### src/rtl/pchk_pkg.sv
package pchk_pkg;
    localparam int PTE_PP_LSB  = 0;
    localparam int PTE_NX_BIT  = 2;
    localparam int PTE_GD_BIT  = 3;
    localparam int PTE_KEY_LSB = 4;
    localparam int PTE_PP0_BIT = 63;

    localparam logic [1:0] ACC_LOAD  = 2'd0;
    localparam logic [1:0] ACC_STORE = 2'd1;
    localparam logic [1:0] ACC_FETCH = 2'd2;

    localparam logic [31:0] ICODE_SEGNX = 32'h1000_0000;
    localparam logic [31:0] ICODE_PROT  = 32'h0800_0000;
    localparam logic [31:0] DST_PROT    = 32'h0800_0000;
    localparam logic [31:0] DST_MASK    = 32'h0020_0000;
    localparam logic [31:0] DST_STORE   = 32'h0200_0000;

    typedef struct packed {
        logic [2:0]  perm;
        logic        fault;
        logic [31:0] icode;
        logic [31:0] dstat;
    } chk_out_t;
endpackage

### src/rtl/pchk_code_table.sv
module pchk_code_table (
    input  logic       key,
    input  logic [2:0] code,
    input  logic       bar_x,
    output logic [2:0] prot
);
    always_comb begin
        prot = 3'b000;
        case ({key, code})
            4'b0_000, 4'b0_001, 4'b0_010: prot[1:0] = 2'b11;
            4'b0_011, 4'b0_110:           prot[0]   = 1'b1;
            4'b1_010:                     prot[1:0] = 2'b11;
            4'b1_001, 4'b1_011, 4'b1_110: prot[0]   = 1'b1;
            default:                      prot      = 3'b000;
        endcase
        prot[2] = prot[0] & ~bar_x;
    end
endmodule

### src/rtl/pchk_mask_sel.sv
module pchk_mask_sel #(
    parameter int KEY_W  = 5,
    parameter int MASK_W = 64
) (
    input  logic              en,
    input  logic [KEY_W-1:0]  key,
    input  logic [MASK_W-1:0] mask,
    output logic [2:0]        prot
);
    localparam int NKEYS = 2 ** KEY_W;
    localparam int AMT_W = KEY_W + 1;

    logic [AMT_W-1:0]  amt;
    logic [MASK_W-1:0] shifted;
    logic [1:0]        fld;

    always_comb begin
        amt     = {~key, 1'b0};
        shifted = mask >> amt;
        fld     = shifted[1:0];
        prot    = en ? {1'b1, ~fld[1], ~fld[0]} : 3'b111;
    end

    initial begin
        if (MASK_W != 2 * NKEYS) $error("mask width must hold two bits per class");
    end
endmodule

### src/rtl/page_perm_check.sv
module page_perm_check
    import pchk_pkg::*;
#(
    parameter int KEY_W  = 5,
    parameter int MASK_W = 64
) (
    input  logic              clk,
    input  logic              rst_n,
    input  logic [63:0]       pte_word,
    input  logic              seg_key_user,
    input  logic              seg_key_super,
    input  logic              seg_noexec,
    input  logic              priv_user,
    input  logic              mask_en,
    input  logic [MASK_W-1:0] mask_reg,
    input  logic [1:0]        acc_type,
    output logic [2:0]        perm_q,
    output logic              fault_q,
    output logic [31:0]       icode_q,
    output logic [31:0]       dstat_q
);
    logic       sel_key;
    logic [2:0] pp_code;
    logic       bar_x;
    logic [2:0] code_prot;
    logic [2:0] mask_prot;
    logic [2:0] need;
    logic [2:0] final_prot;
    logic       is_fetch;
    logic       is_store;
    chk_out_t   out_d, out_q;

    always_comb begin
        sel_key = priv_user ? seg_key_user : seg_key_super;
        pp_code = {pte_word[PTE_PP0_BIT], pte_word[PTE_PP_LSB+1:PTE_PP_LSB]};
        bar_x   = pte_word[PTE_NX_BIT] | pte_word[PTE_GD_BIT] | seg_noexec;
    end

    pchk_code_table u_code (
        .key   (sel_key),
        .code  (pp_code),
        .bar_x (bar_x),
        .prot  (code_prot)
    );

    pchk_mask_sel #(.KEY_W(KEY_W), .MASK_W(MASK_W)) u_mask (
        .en   (mask_en),
        .key  (pte_word[PTE_KEY_LSB +: KEY_W]),
        .mask (mask_reg),
        .prot (mask_prot)
    );

    always_comb begin
        is_fetch   = (acc_type == ACC_FETCH);
        is_store   = (acc_type == ACC_STORE);
        need       = is_fetch ? 3'b100 : (is_store ? 3'b010 : 3'b001);
        final_prot = code_prot & mask_prot;

        out_d       = '0;
        out_d.perm  = final_prot;
        out_d.fault = |(need & ~final_prot);
        if (out_d.fault && is_fetch) begin
            out_d.icode = seg_noexec ? ICODE_SEGNX : ICODE_PROT;
        end
        if (out_d.fault && !is_fetch) begin
            if (|(need & ~code_prot)) out_d.dstat = out_d.dstat | DST_PROT;
            if (|(need & ~mask_prot)) out_d.dstat = out_d.dstat | DST_MASK;
            if (is_store)             out_d.dstat = out_d.dstat | DST_STORE;
        end
    end

    always_ff @(posedge clk) begin
        if (!rst_n) out_q <= '0;
        else        out_q <= out_d;
    end

    assign perm_q  = out_q.perm;
    assign fault_q = out_q.fault;
    assign icode_q = out_q.icode;
    assign dstat_q = out_q.dstat;

    // a no-execute segment never yields execute permission
    a_r4_seg_bars_exec: assert property (@(posedge clk) disable iff (!rst_n)
        $past(rst_n) && $past(seg_noexec) |-> !perm_q[2]);

    // fetch into a no-execute segment reports the segment code
    a_r8_segnx_code: assert property (@(posedge clk) disable iff (!rst_n)
        $past(rst_n) && $past(seg_noexec) && $past(acc_type) == ACC_FETCH
        |-> fault_q && icode_q == ICODE_SEGNX && dstat_q == 32'd0);

    // no fault means no codes at all
    a_r7_quiet_when_ok: assert property (@(posedge clk) disable iff (!rst_n)
        !fault_q |-> icode_q == 32'd0 && dstat_q == 32'd0);

    // a faulting store always carries the store flag and a cause
    a_r9_store_flag: assert property (@(posedge clk) disable iff (!rst_n)
        $past(rst_n) && $past(acc_type) == ACC_STORE && fault_q
        |-> dstat_q[25] && (dstat_q[27] || dstat_q[21]));

    // with the mask disabled a mask cause never appears
    a_r5_mask_off_silent: assert property (@(posedge clk) disable iff (!rst_n)
        $past(rst_n) && !$past(mask_en) |-> !dstat_q[21]);
endmodule

### config.mk
export PLATFORM = sky130hd
export DESIGN_NAME = page_perm_check
export DESIGN_NICKNAME = d
export VERILOG_FILES = /design/src/rtl/pchk_pkg.sv /design/src/rtl/pchk_code_table.sv /design/src/rtl/pchk_mask_sel.sv /design/src/rtl/page_perm_check.sv
export SDC_FILE = /design/constraint.sdc
export NUM_CORES = 1
export LEC_CHECK = 0
export CORE_AREA = 2 2 79 81
export CTS_CLUSTER_DIAMETER = 30
export DETAILED_ROUTE_END_ITERATION = 12
export DIE_AREA = 0 0 81 83
export GPL_TIMING_DRIVEN = 0
export PLACE_DENSITY_LB_ADDON = 0.08
export SETUP_SLACK_MARGIN = 0.02
export SYNTH_ARGS = -nofsm -noshare
export SYNTH_HDL_FRONTEND = slang
export SYNTH_SLANG_ARGS = --single-unit
### constraint.sdc
create_clock -name clk -period 4.93 [get_ports clk]
set_input_delay 0.7395 -clock clk [delete_from_list [all_inputs] [get_ports clk]]
set_output_delay 0.7395 -clock clk [all_outputs]
set_load 0.02 [all_outputs]
* Word-level counts from Yosys, hierarchy flattened
Cells that the tools add are included.
W data, S select, Z words.
** Storage, ports and cells
- Logic and storage cells :: 50
- ROM bits :: 0
- Memories kept :: 0
- Output and inout port bits :: 68
- Bits in latches :: 0
- Flip-flop bits (word level) :: 64
- Bits in writable memories :: 0
- Input bits :: 137
** Operators by class
- Equal/unequal tests :: 10
- Shifts and indexed selects :: 1
- Divide/modulo/power cells :: 0
- $add $sub $neg :: 0
- Bitwise logic cells :: 14
- Multiply operators :: 0
- Reduce and logical (&&, ||, !) cells :: 11
- Multiplexer cells :: 10
- Order comparisons :: 0
** Operators with widths (count)
- $shr A64 B6 Y2 :: 1
- $mux W29 :: 1
- $mux W28 :: 1
- $mux W26 :: 1
- $mux W22 :: 1
- $eq A4 B4 Y1 const B :: 4
- $and A3 B3 Y3 :: 4
- $not A3 Y3 :: 3
- $reduce_or A3 Y1 :: 3
- $reduce_or A9 Y1 :: 1
- $eq A4 B2 Y1 const B :: 2
- $not A5 Y5 :: 1
- $eq A4 B1 Y1 const B :: 1
- $eq A4 B3 Y1 const B :: 1
- $logic_not A4 Y1 :: 1
- $mux W2 :: 2
- $reduce_and A2 Y1 :: 2
- $reduce_or A4 Y1 :: 1
- $mux W1 :: 3
- $mux W3 :: 1
- $not A1 Y1 :: 3
- $eq A2 B1 Y1 const B :: 1
- $eq A2 B2 Y1 const B :: 1
- $logic_and A1 B1 Y1 :: 2
- 3 further kinds :: 4

* Logic depth before layout (Yosys ltp)
- Word-level depth :: 11
- Gate-level depth with buffers :: 7
- Gate-level depth less buffers :: 6

* By module
A second synthesis with hierarchy kept.
** Unflattened totals
- Cells, all modules :: 157
- Area, all modules :: 1516.5 µm²
** By module, submodules not included
- page_perm_check :: area each 850.8 µm², cells each 98, instances 1, seq. area each 180.2 µm²
- pchk_mask_sel :: area each 614.3 µm², cells each 52, instances 1, seq. area each 0.0 µm²
- pchk_code_table :: area each 51.3 µm², cells each 7, instances 1, seq. area each 0.0 µm²

* Worst setup path before layout
Ideal clock, no wire load.
- Path kind :: input to register
- From :: in pte_word[5]
- To :: reg out_q, in the netlist icode_q[27]
- Data required time :: 4.792 ns
- Library setup time :: 0.138 ns
- Path slack :: 2.515 ns
- Stages on the path :: 6
- Arrival :: 2.276 ns
- Cells stage by stage :: buf_2 mux4_2 a2111oi_4 nor3_1 a22oi_2 a311oi_1
** On the way
- Longest elaborated chain between the ends :: 10
- Elaborated cells between the ends (all ways) :: 11
- Classes of those cells :: shift: 1; mux: 1; bitwise: 6; reduce/logical: 3
** Ends and longest elaborated chain
- start: declaration :: RTL line page_perm_check.sv:9 : input logic [63:0] pte_word,
- $not A5 Y5 (*) :: RTL line pchk_mask_sel.sv:18 : amt = {~key, 1'b0};
- $shr A64 B6 Y2 (*) :: RTL line pchk_mask_sel.sv:19 : shifted = mask >> amt;
- $not A1 Y1 :: RTL line pchk_mask_sel.sv:21 : prot = en ? {1'b1, ~fld[1], ~fld[0]} : 3'b111;
- $mux W2 (*) :: RTL line pchk_mask_sel.sv:21
- $and A3 B3 Y3 (*) :: RTL line page_perm_check.sv:57 : final_prot = code_prot & mask_prot;
- $not A3 Y3 (*) :: RTL line page_perm_check.sv:61 : out_d.fault = |(need & ~final_prot);
- $and A3 B3 Y3 (*) :: RTL line page_perm_check.sv:61
- $reduce_or A3 Y1 (*) :: RTL line page_perm_check.sv:61
- $logic_and A1 B1 Y1 (*) :: RTL line page_perm_check.sv:62 : if (out_d.fault && is_fetch) begin
- $reduce_and A2 Y1 (no source line) (*)
- end signal: assignment :: RTL line page_perm_check.sv:74 : else out_q <= out_d;
- end: declaration :: RTL line page_perm_check.sv:31 : chk_out_t out_d, out_q;
Mark *: on every way between the ends. The rest lies on a longest branch, timed or not.
A chain may end at the register's enable or synchronous reset.

* Final worst setup path
- From :: in pte_word[4]
- To :: reg out_q, in the netlist icode_q[27]
The elaborated chain is that of the path after synthesis.

==> qor.csv <==
stage,metric,value,unit
min_path,min-delay-start,seg_noexec,
final_layout,multi_input_area,947.2,um^2
sta,clock.fmax,353.1,MHz
drt,wl_per_cell,11.02,um
placed_design,dp_hpwl,3823,um
placed_design,gp_congestion,0.7153,
drt,route.detailed.drc,0,
drt,drtPass1Iterations,4,
grt,grt_max_degree,11,
synthesis,synth_edf_count,0,
sta,min_period,2.832,ns
min_path,min_path_cells,2,
cts,cts_num_sinks,9,
power_and_ir_drop,vdd_drop_max,0.1069,mV
synthesis,synth.distinct_cells,31,
floorplanning,die_h,83,um
cts,clockBufferDepth,2,
synthesis,synth_seq_cells,9,
synthesis,synth_area_leaders,"buf_4 32%, mux4_2 23%, dfxtp_1 13%, mux2_2 6.4%, mux2_1 3.2%",
sta,finalSetupViolations,0,
cts,path_clk_slew,0.04,ns
setup_path,worstPathArrival,2.93,ns
cts,cts_made_buffers,3,
cts,post_cts_buffers,0,
synthesis,ys_warn_count,0,
floorplanning,core.rowCount,28,
floorplanning,io_pins,205,
placed_design,pre_cts_ws,1.837,ns
power_and_ir_drop,switchingPower,117.7,uW
drt,first_iter_violations,5,
final_layout,area_growth,89.81,%
power_and_ir_drop,combPwrFrac,57.5,%
power_and_ir_drop,p_per_area,143.5,nW/um^2
setup_path,path_max_fanout,10,
sta,hold_violations,0,
floorplanning,start_util,24.07,%
final_layout,fillers,600,
drt,wl,4046,um
setup_path,crit_chain,"clkdlybuf4s50_1, buf_4, mux4_2, a2111oi_0, nor3_1, a22oi_2, a311oi_1",
grt,grt.overflow.total,0,
grt,grt_pass1_wl,6216,um
synthesis,postSynth.asyncResetShare,0,%
setup_path,path_buf_inv,2,
setup_path,critical_path_class,in -> reg,
drt,vias_per_cell,3.692,
min_path,hold_path.class,in -> reg,
cts,ctsHtreeMaxLevel,1,
grt,antenna_found_initial,0,
setup_path,cp.depth,7,
synthesis,yosysSeqAreaShare,12.87,%
floorplanning,dieArea,6723,um^2
power_and_ir_drop,seqPwrFrac,20.4,%
setup_path,max_stage_delay,0.51,ns
drt,postRouteAntennaNets,0,
final_layout,mostFrequentLayoutCells,"90 x clkdlybuf4s50_1, 60 x buf_4, 59 x conb_1",
synthesis,netlist_area,1400,um^2
power_and_ir_drop,leakage,0.001230,uW
sta,tns,0,ns
sta,layout_setup_ws,2.098,ns
cts,cts.repair.resized,0,
synthesis,yosysTopAreaCell,buf_4,
sta,rsz0062_at_grt,false,
cts,root_buffer,clkbuf_8,
power_and_ir_drop,swShare,30.87,%
setup_path,cp-startpoint,pte_word[4],
synthesis,syn_area_per_cell,10.00,um^2
cts,cts_tree,done,
final_layout,seq_area,180.2,um^2
final_layout,final_common_cell,clkdlybuf4s50_1,
setup_path,slowest_stage,mux4_2,
power_and_ir_drop,internal_power,263.7,uW
final_layout,final_util,45.70,%
final_layout,nets,433,
setup_path,critical-path-top-delay-family,compound AO/OA/AOI/OAI gates,
synthesis,netlist.area_leader.share,32.17,%
final_layout,num_antenna_cells,0,
setup_path,crit_required,5.03,ns
grt,grt_usage,11.55,%
synthesis,synthCells,140,
setup_path,setup.worst_path.end_class,register,
setup_path,crit_path_start_kind,input pin,
floorplanning,core,5816,um^2
cts,ctsHoldBuffers,0,
power_and_ir_drop,pwr-share-clk,22.1,%
drt,vias,1355,
synthesis,synth_ff_type,dfxtp_1,
floorplanning,die_w,81,um
status,outcome,finished clean,
placed_design,port_buffers,90,
sta,hold_ws,1.125,ns
final_layout,drive_above_1_share,31.16,%
sta,drv_slew,0,
grt,first_global_vias,1341,
job,maxCapViolCount,0,
sta,fin_crit_sh,57.44,%
## cell type report
cell class	instances	area share [%]
inverter	5	0.7062
multi-input combinational	121	35.64
timing repair buffer	90	33.90
clock buffer	4	1.695
tap	75	3.531
buffer	63	17.75
sequential	9	6.780
## worst paths after layout
check | end | slack [ns]
setup / recovery | icode_q[27]$_SDFF_PN0_ | 2.10
hold / removal | icode_q[27]$_SDFF_PN0_ | 1.13
## through the flow
step	power (uW)	cells	cell area (um^2)
2_1_floorplan	214.5	198	1618
3_3_place_gp	297.4	363	2613
3_5_place_dp	297.8	363	2613
4_1_cts	382.6	367	2658
5_1_grt	402.4	367	2658
6_report	381.5	367	2658
## Yosys cell counts (2+ instances only)
cell type	number
dfxtp_1	9
nor3_1	4
nor2b_1	2
buf_4	60
buf_2	2
ha_1	3
nor2_1	2
a211oi_1	2
mux2_1	4
mux4_2	14
a21oi_1	2
inv_1	5
mux2_2	8
nand2_1	2
nand2b_1	5
## registers in the layout, indices dropped and copies added, names as in the netlist
name / flops
dstat_q: 3
perm_q: 3
icode_q: 2
fault_q: 1
## routing by layer
layer	share of wire (%)	routed length [um]	up-vias	GRT usage (%)
met1	35	1415	579	12.34
met5	0	0	-	0
met3	18	711	3	6.957
met4	0.72	29	0	1.849
met2	47	1889	85	19.61
li1	-	-	688	-
## logic make-up after synthesis
group | share of synthesized area, %
buffers and inverters | 35.03
multiplexers | 32.89
AND/OR/NAND/NOR | 7.954
AO/OA/AOI/OAI | 8.312
flip-flops | 12.87
adder cells (fa/ha/maj) | 2.681
other | 0.2678
## power by group through the flow
| stage | registers (uW) | clock network (uW) | logic [uW] |
|---|---|---|---|
| floorplan | 84.3 | 0 | 130 |
| global placement | 79.2 | 0 | 218 |
| detailed placement | 79.2 | 0 | 219 |
| CTS | 78.0 | 85.2 | 219 |
| global route | 78.1 | 88.3 | 236 |
| finish | 77.9 | 84.1 | 219 |
Power figures use the tool's default switching activity.
